[src/rtl/fwa_pkg.sv]
package fwa_pkg;

  typedef enum logic [1:0] {
    ST_HUNT   = 2'd0,
    ST_SETTLE = 2'd1,
    ST_HOLD   = 2'd2
  } align_state_e;

endpackage

[src/rtl/fwa_settle_timer.sv]
module fwa_settle_timer #(
  parameter int SETTLE_CYC = 3
) (
  input  logic clk,
  input  logic rst,
  input  logic load,
  output logic expiring
);
  localparam int TW = $clog2(SETTLE_CYC + 1) + 1;

  logic [TW-1:0] cnt_q;

  always_ff @(posedge clk) begin
    if (rst) begin
      cnt_q <= '0;
    end else if (load) begin
      cnt_q <= TW'(SETTLE_CYC);
    end else if (cnt_q != '0) begin
      cnt_q <= cnt_q - 1'b1;
    end
  end

  assign expiring = (cnt_q == TW'(1));
endmodule

[src/rtl/fwa_lock_ctrl.sv]
module fwa_lock_ctrl
  import fwa_pkg::*;
#(
  parameter int MAX_SLIPS  = 8,
  parameter int LOCK_RUN   = 4,
  parameter int UNLOCK_RUN = 2
) (
  input  logic clk,
  input  logic rst,
  input  logic match,
  input  logic settle_done,
  output logic settle_load,
  output logic slip_req,
  output logic lock_flag,
  output logic lock_next,
  output logic err_pulse
);
  localparam int SW = $clog2(MAX_SLIPS + 1);
  localparam int RW = $clog2(LOCK_RUN + 1);
  localparam int MW = $clog2(UNLOCK_RUN + 1);

  align_state_e state_q, state_d;
  logic [SW-1:0] slips_q, slips_d;
  logic [RW-1:0] run_q, run_d;
  logic [MW-1:0] miss_q, miss_d;
  logic          slip_d, err_d;

  always_comb begin
    state_d     = state_q;
    slips_d     = slips_q;
    run_d       = run_q;
    miss_d      = miss_q;
    slip_d      = 1'b0;
    err_d       = 1'b0;
    lock_next   = lock_flag;
    settle_load = 1'b0;
    unique case (state_q)
      ST_HUNT: begin
        if (match) begin
          if (run_q == RW'(LOCK_RUN - 1)) begin
            state_d   = ST_HOLD;
            lock_next = 1'b1;
            run_d     = '0;
            miss_d    = '0;
            slips_d   = '0;
          end else begin
            run_d = run_q + 1'b1;
          end
        end else begin
          run_d       = '0;
          settle_load = 1'b1;
          state_d     = ST_SETTLE;
          if (slips_q == SW'(MAX_SLIPS)) begin
            err_d   = 1'b1;
            slips_d = '0;
          end else begin
            slip_d  = 1'b1;
            slips_d = slips_q + 1'b1;
          end
        end
      end
      ST_SETTLE: begin
        if (settle_done) state_d = ST_HUNT;
      end
      ST_HOLD: begin
        if (match) begin
          miss_d = '0;
        end else if (miss_q == MW'(UNLOCK_RUN - 1)) begin
          miss_d    = '0;
          lock_next = 1'b0;
          slips_d   = '0;
          state_d   = ST_HUNT;
        end else begin
          miss_d = miss_q + 1'b1;
        end
      end
      default: state_d = ST_HUNT;
    endcase
  end

  always_ff @(posedge clk) begin
    if (rst) begin
      state_q   <= ST_HUNT;
      slips_q   <= '0;
      run_q     <= '0;
      miss_q    <= '0;
      slip_req  <= 1'b0;
      err_pulse <= 1'b0;
      lock_flag <= 1'b0;
    end else begin
      state_q   <= state_d;
      slips_q   <= slips_d;
      run_q     <= run_d;
      miss_q    <= miss_d;
      slip_req  <= slip_d;
      err_pulse <= err_d;
      lock_flag <= lock_next;
    end
  end
endmodule

[src/rtl/fwa_lane_stage.sv]
module fwa_lane_stage #(
  parameter int LANES  = 2,
  parameter int WORD_W = 8
) (
  input  logic                    clk,
  input  logic                    rst,
  input  logic [LANES*WORD_W-1:0] lanes_in,
  input  logic                    qualify,
  output logic [LANES*WORD_W-1:0] lanes_out,
  output logic                    lanes_valid
);
  for (genvar l = 0; l < LANES; l++) begin : g_lane
    always_ff @(posedge clk) begin
      if (rst) lanes_out[l*WORD_W +: WORD_W] <= '0;
      else     lanes_out[l*WORD_W +: WORD_W] <= lanes_in[l*WORD_W +: WORD_W];
    end
  end

  always_ff @(posedge clk) begin
    if (rst) lanes_valid <= 1'b0;
    else     lanes_valid <= qualify;
  end
endmodule

[src/rtl/frame_word_aligner.sv]
module frame_word_aligner #(
  parameter int          LANES      = 2,
  parameter int          WORD_W     = 8,
  parameter logic [7:0]  FRAME_PAT  = 8'hF0,
  parameter int          SETTLE_CYC = 3,
  parameter int          MAX_SLIPS  = 8,
  parameter int          LOCK_RUN   = 4,
  parameter int          UNLOCK_RUN = 2
) (
  input  logic                    clk,
  input  logic                    rst,
  input  logic [WORD_W-1:0]       frame_word,
  input  logic [LANES*WORD_W-1:0] data_words,
  output logic                    bitslip,
  output logic [LANES*WORD_W-1:0] data_out,
  output logic                    data_valid,
  output logic                    locked,
  output logic                    align_err
);
  logic match, settle_load, settle_done, lock_next;

  assign match = (frame_word == WORD_W'(FRAME_PAT));

  fwa_settle_timer #(.SETTLE_CYC(SETTLE_CYC)) u_timer (
    .clk      (clk),
    .rst      (rst),
    .load     (settle_load),
    .expiring (settle_done)
  );

  fwa_lock_ctrl #(
    .MAX_SLIPS  (MAX_SLIPS),
    .LOCK_RUN   (LOCK_RUN),
    .UNLOCK_RUN (UNLOCK_RUN)
  ) u_ctrl (
    .clk         (clk),
    .rst         (rst),
    .match       (match),
    .settle_done (settle_done),
    .settle_load (settle_load),
    .slip_req    (bitslip),
    .lock_flag   (locked),
    .lock_next   (lock_next),
    .err_pulse   (align_err)
  );

  fwa_lane_stage #(.LANES(LANES), .WORD_W(WORD_W)) u_lanes (
    .clk         (clk),
    .rst         (rst),
    .lanes_in    (data_words),
    .qualify     (lock_next),
    .lanes_out   (data_out),
    .lanes_valid (data_valid)
  );
endmodule

[config.mk]
export PLATFORM = sky130hd
export DESIGN_NAME = frame_word_aligner
export DESIGN_NICKNAME = d
export VERILOG_FILES = /design/src/rtl/fwa_pkg.sv /design/src/rtl/fwa_settle_timer.sv /design/src/rtl/fwa_lock_ctrl.sv /design/src/rtl/fwa_lane_stage.sv /design/src/rtl/frame_word_aligner.sv
export SDC_FILE = /design/constraint.sdc
export NUM_CORES = 1
export LEC_CHECK = 0
export ABC_AREA = 0
export BUFFER_PORTS_ARGS = -buffer_cell sky130_fd_sc_hd__buf_4
export CAP_MARGIN = 25
export CORE_ASPECT_RATIO = 1.4
export CORE_UTILIZATION = 46
export CTS_BUF_LIST = sky130_fd_sc_hd__clkbuf_2
export DETAILED_ROUTE_END_ITERATION = 12
export HOLD_SLACK_MARGIN = 0.1
export PLACE_DENSITY = 0.82
export SYNTH_ARGS = -nofsm -noshare
export SYNTH_HDL_FRONTEND = slang
export SYNTH_HIERARCHICAL = 1
export SYNTH_SLANG_ARGS = --single-unit
[constraint.sdc]
create_clock -name clk -period 1.7 [get_ports clk]
set_input_delay 0.255 -clock clk [delete_from_list [all_inputs] [get_ports clk]]
set_output_delay 0.255 -clock clk [all_outputs]
set_load 0.1 [all_outputs]
==> flow_summary.toml <==
[synth]
seq_area_frac_synth_pct = 50.46
synth_cells = 127
yosys_warnings = 6
synthDistinctLibCells = 43
ys_seq_elements = 34
synth_top_flop_cell = "dfxtp_1"
synth_nets = 159
netlist_area_sq_um = 1349
synth_edf_count = 0
synth.avg_cell_area_sq_um = 10.62
synth-async-reset-ratio_pct = 0

[job]
max-cap-violations = 0

[placed_design]
dpl.hpwl_um = 2032
io_buffers = 45
gp_congestion = 0.7661
dp.cells = 210

[sta]
slew_headroom_pct = 74.76
setup_viol = 0
rsz0062_at_grt = "no"
clock_skew_ns = 0.009299
hold_viol_final = 0
worst_slew_pin_slew_ns = 0.3691
post-route-period-util_pct = 89.89
period_minus_slack_ns = 1.528
fmax_mhz = 654.4
slew_viol_final = 0

[clock_network]
cts_setup_buffers = 0
clkTransAtPathRegs_ns = 0.18
clock_latency_ns = 0.38
cts_buffer_depth = 2
cts_buffers = 5
cts_tree = "done"
post_cts_resized = 0
cts_root_buf = "clkbuf_2"
clock-sinks = 34
cts_hold_buf = 16
htreeDepth = 2

[die]
die_area_sq_um = 3156
fp-row-count = 22
initial_core_util_pct = 50.00
core-area_sq_um = 2698
die_w_um = 47.77
die_h_um = 66.07
io_pins = 46

[final_layout]
area_growth_pct = 44.34
fin_cells = 234
drive_above_1_share_pct = 37.37
num-fill-cells = 212
postLayoutCoreUtil_pct = 72.17
nets = 229
diodes = 0

[worst_setup_path]
cp-end-kind = "flop"
cp-start-kind = "flop"
worstPathArrival_ns = 1.82
cp_top_family = "simple AND/OR/NAND/NOR gates"
setup.worst_path.class = "reg -> reg"
crit_buf_inv = 0
cpPeakStageDelay_ns = 0.38
required_ns = 1.99
cp_max_fo = 8
cpMaxStageDelayCell = "dfxtp_1"
path_cells = "or2_1 > nor2_1 > nor2b_1 > a211oi_1"

[pwr]
swShare_pct = 34.05
p_per_area_nw_per_um2 = 838.5
internal-power_uw = 1077
power_frac_seq_pct = 52.6
p_comb_share_pct = 24.4
switchingPower_uw = 555.9
clkPwrFrac_pct = 23.0
leakage_uw = 0.0008997
ir_drop_uv = 674.3
total_power_uw = 1632

[grt]
grt_pass1_wl_um = 5030
grt_overflow = 0
grt_max_degree = 19
antenna_found_initial = 0
grt_usage_pct = 23.17
grt_pass1_vias = 1197

[detailed_routing]
final_antenna_net_count = 0
via_per_inst = 4.893
num_vias = 1145
wire_per_inst_um = 13.29
drt_iter0_drc = 14
routed_wl_um = 3109
first_pass_iters = 4
remaining_drc_errors = 0

[worst_hold_path]
hp-class = "in -> reg"

[status]
outcome = "completed"
## cell usage after synthesis (2+ instances only)
master | n | area share, %
nor3_2 | 2 | 1.5
ha_1 | 6 | 5.6
nand2_1 | 3 | 0.83
o21ai_0 | 2 | 0.74
nor2b_1 | 11 | 5.1
or2b_1 | 2 | 1.1
nor2_1 | 9 | 2.5
nor4b_1 | 2 | 1.3
nor3_1 | 3 | 1.1
inv_1 | 8 | 2.2
nand3_1 | 2 | 0.74
nand4_1 | 2 | 0.93
and2b_2 | 8 | 5.2
and3b_1 | 2 | 1.3
buf_6 | 2 | 1.7
dfxtp_1 | 34 | 50
a21oi_1 | 2 | 0.74
nand2b_1 | 2 | 0.93
## power groups by stage
stage               clock network, uW  logic [uW]  registers, uW
floorplan                           0        98.9           1030
global placement                    0         353            872
detailed placement                  0         365            874
CTS                               391         398            858
global route                      427         419            864
finish                            376         398            859
## state kept, by name, indices dropped and copies added, names as in the netlist
name                 cells
u_lanes/lanes_out       16
u_ctrl/slips_q           4
u_ctrl/run_q             3
u_timer/cnt_q            3
u_ctrl/miss_q            2
u_ctrl/state_q           2
u_ctrl/err_pulse         1
u_ctrl/lock_flag         1
u_ctrl/slip_req          1
u_lanes/lanes_valid      1
## routing by layer
| layer | vias up | track usage (%) | wire length [um] |
|---|---|---|---|
| met2 | 28 | 41.05 | 1756 |
| met4 | 0 | 10.42 | 61 |
| met3 | 6 | 7.650 | 126 |
| li1 | 575 | - | - |
| met1 | 536 | 22.85 | 1163 |
| met5 | - | 0 | 0 |
## per-stage QoR
stage	hold slack [ns]	setup WS [ns]	area (sq um)	setup TNS [ns]
finish	0.1522	0.1719	1947	0
global route	0.1351	0.09034	1947	0
CTS	0.1264	0.1807	1947	0
detailed placement	0.4569	-0.06139	1745	-0.2411
global placement	0.4467	0.01553	1745	0
floorplan	0.3196	0.08871	1349	0
## final cells by class
cell class	count	area (sq um)	area share, %
clock inverter	3	16.27	0.8355
clock buffer	5	25.02	1.285
sequential	34	680.7	34.96
multi-input combinational	81	606.8	31.17
timing repair buffer	67	543.0	27.89
inverter	8	30.03	1.542
tap	36	45.04	2.314
## path summary, 6_finish.rpt
path / start / end / slack, ns / cells after the start
max: u_ctrl/state_q[1]$_SDFFE_PP0P_ / u_timer/cnt_q[0]$_SDFFE_PP0P_ / 0.17 / 4
min: rst / u_lanes/lanes_out[4]$_SDFF_PP0_ / 0.15 / 2
max reg2reg: u_ctrl/state_q[1]$_SDFFE_PP0P_ / u_timer/cnt_q[0]$_SDFFE_PP0P_ / 0.17 / 4
min reg2reg: u_ctrl/miss_q[1]$_SDFFE_PP0P_ / u_ctrl/miss_q[1]$_SDFFE_PP0P_ / 0.48 / 2
## placed cells by master, fill, tap and decap left out, types with 3 or more instances in the layout
master         synthesis  routed
nor2b_1               11      11
clkbuf_2               0       5
inv_1                  8       8
ha_1                   6       6
nor2_1                 9       9
nor3_1                 3       3
dfxtp_1               34      34
dlygate4sd3_1          0      16
and2b_2                8       8
buf_4                  0      51
nand2_1                3       3
## logic make-up after synthesis
logic type               count (synthesis)  share of synthesized area (%)
buffers and inverters                   12                          4.545
AO/OA/AOI/OAI                           15                          8.536
multiplexers                             2                          1.577
flip-flops                              34                          50.46
AND/OR/NAND/NOR                         58                          29.31
adder cells (fa/ha/maj)                  6                          5.566
(Power assumes the default switching activity.)
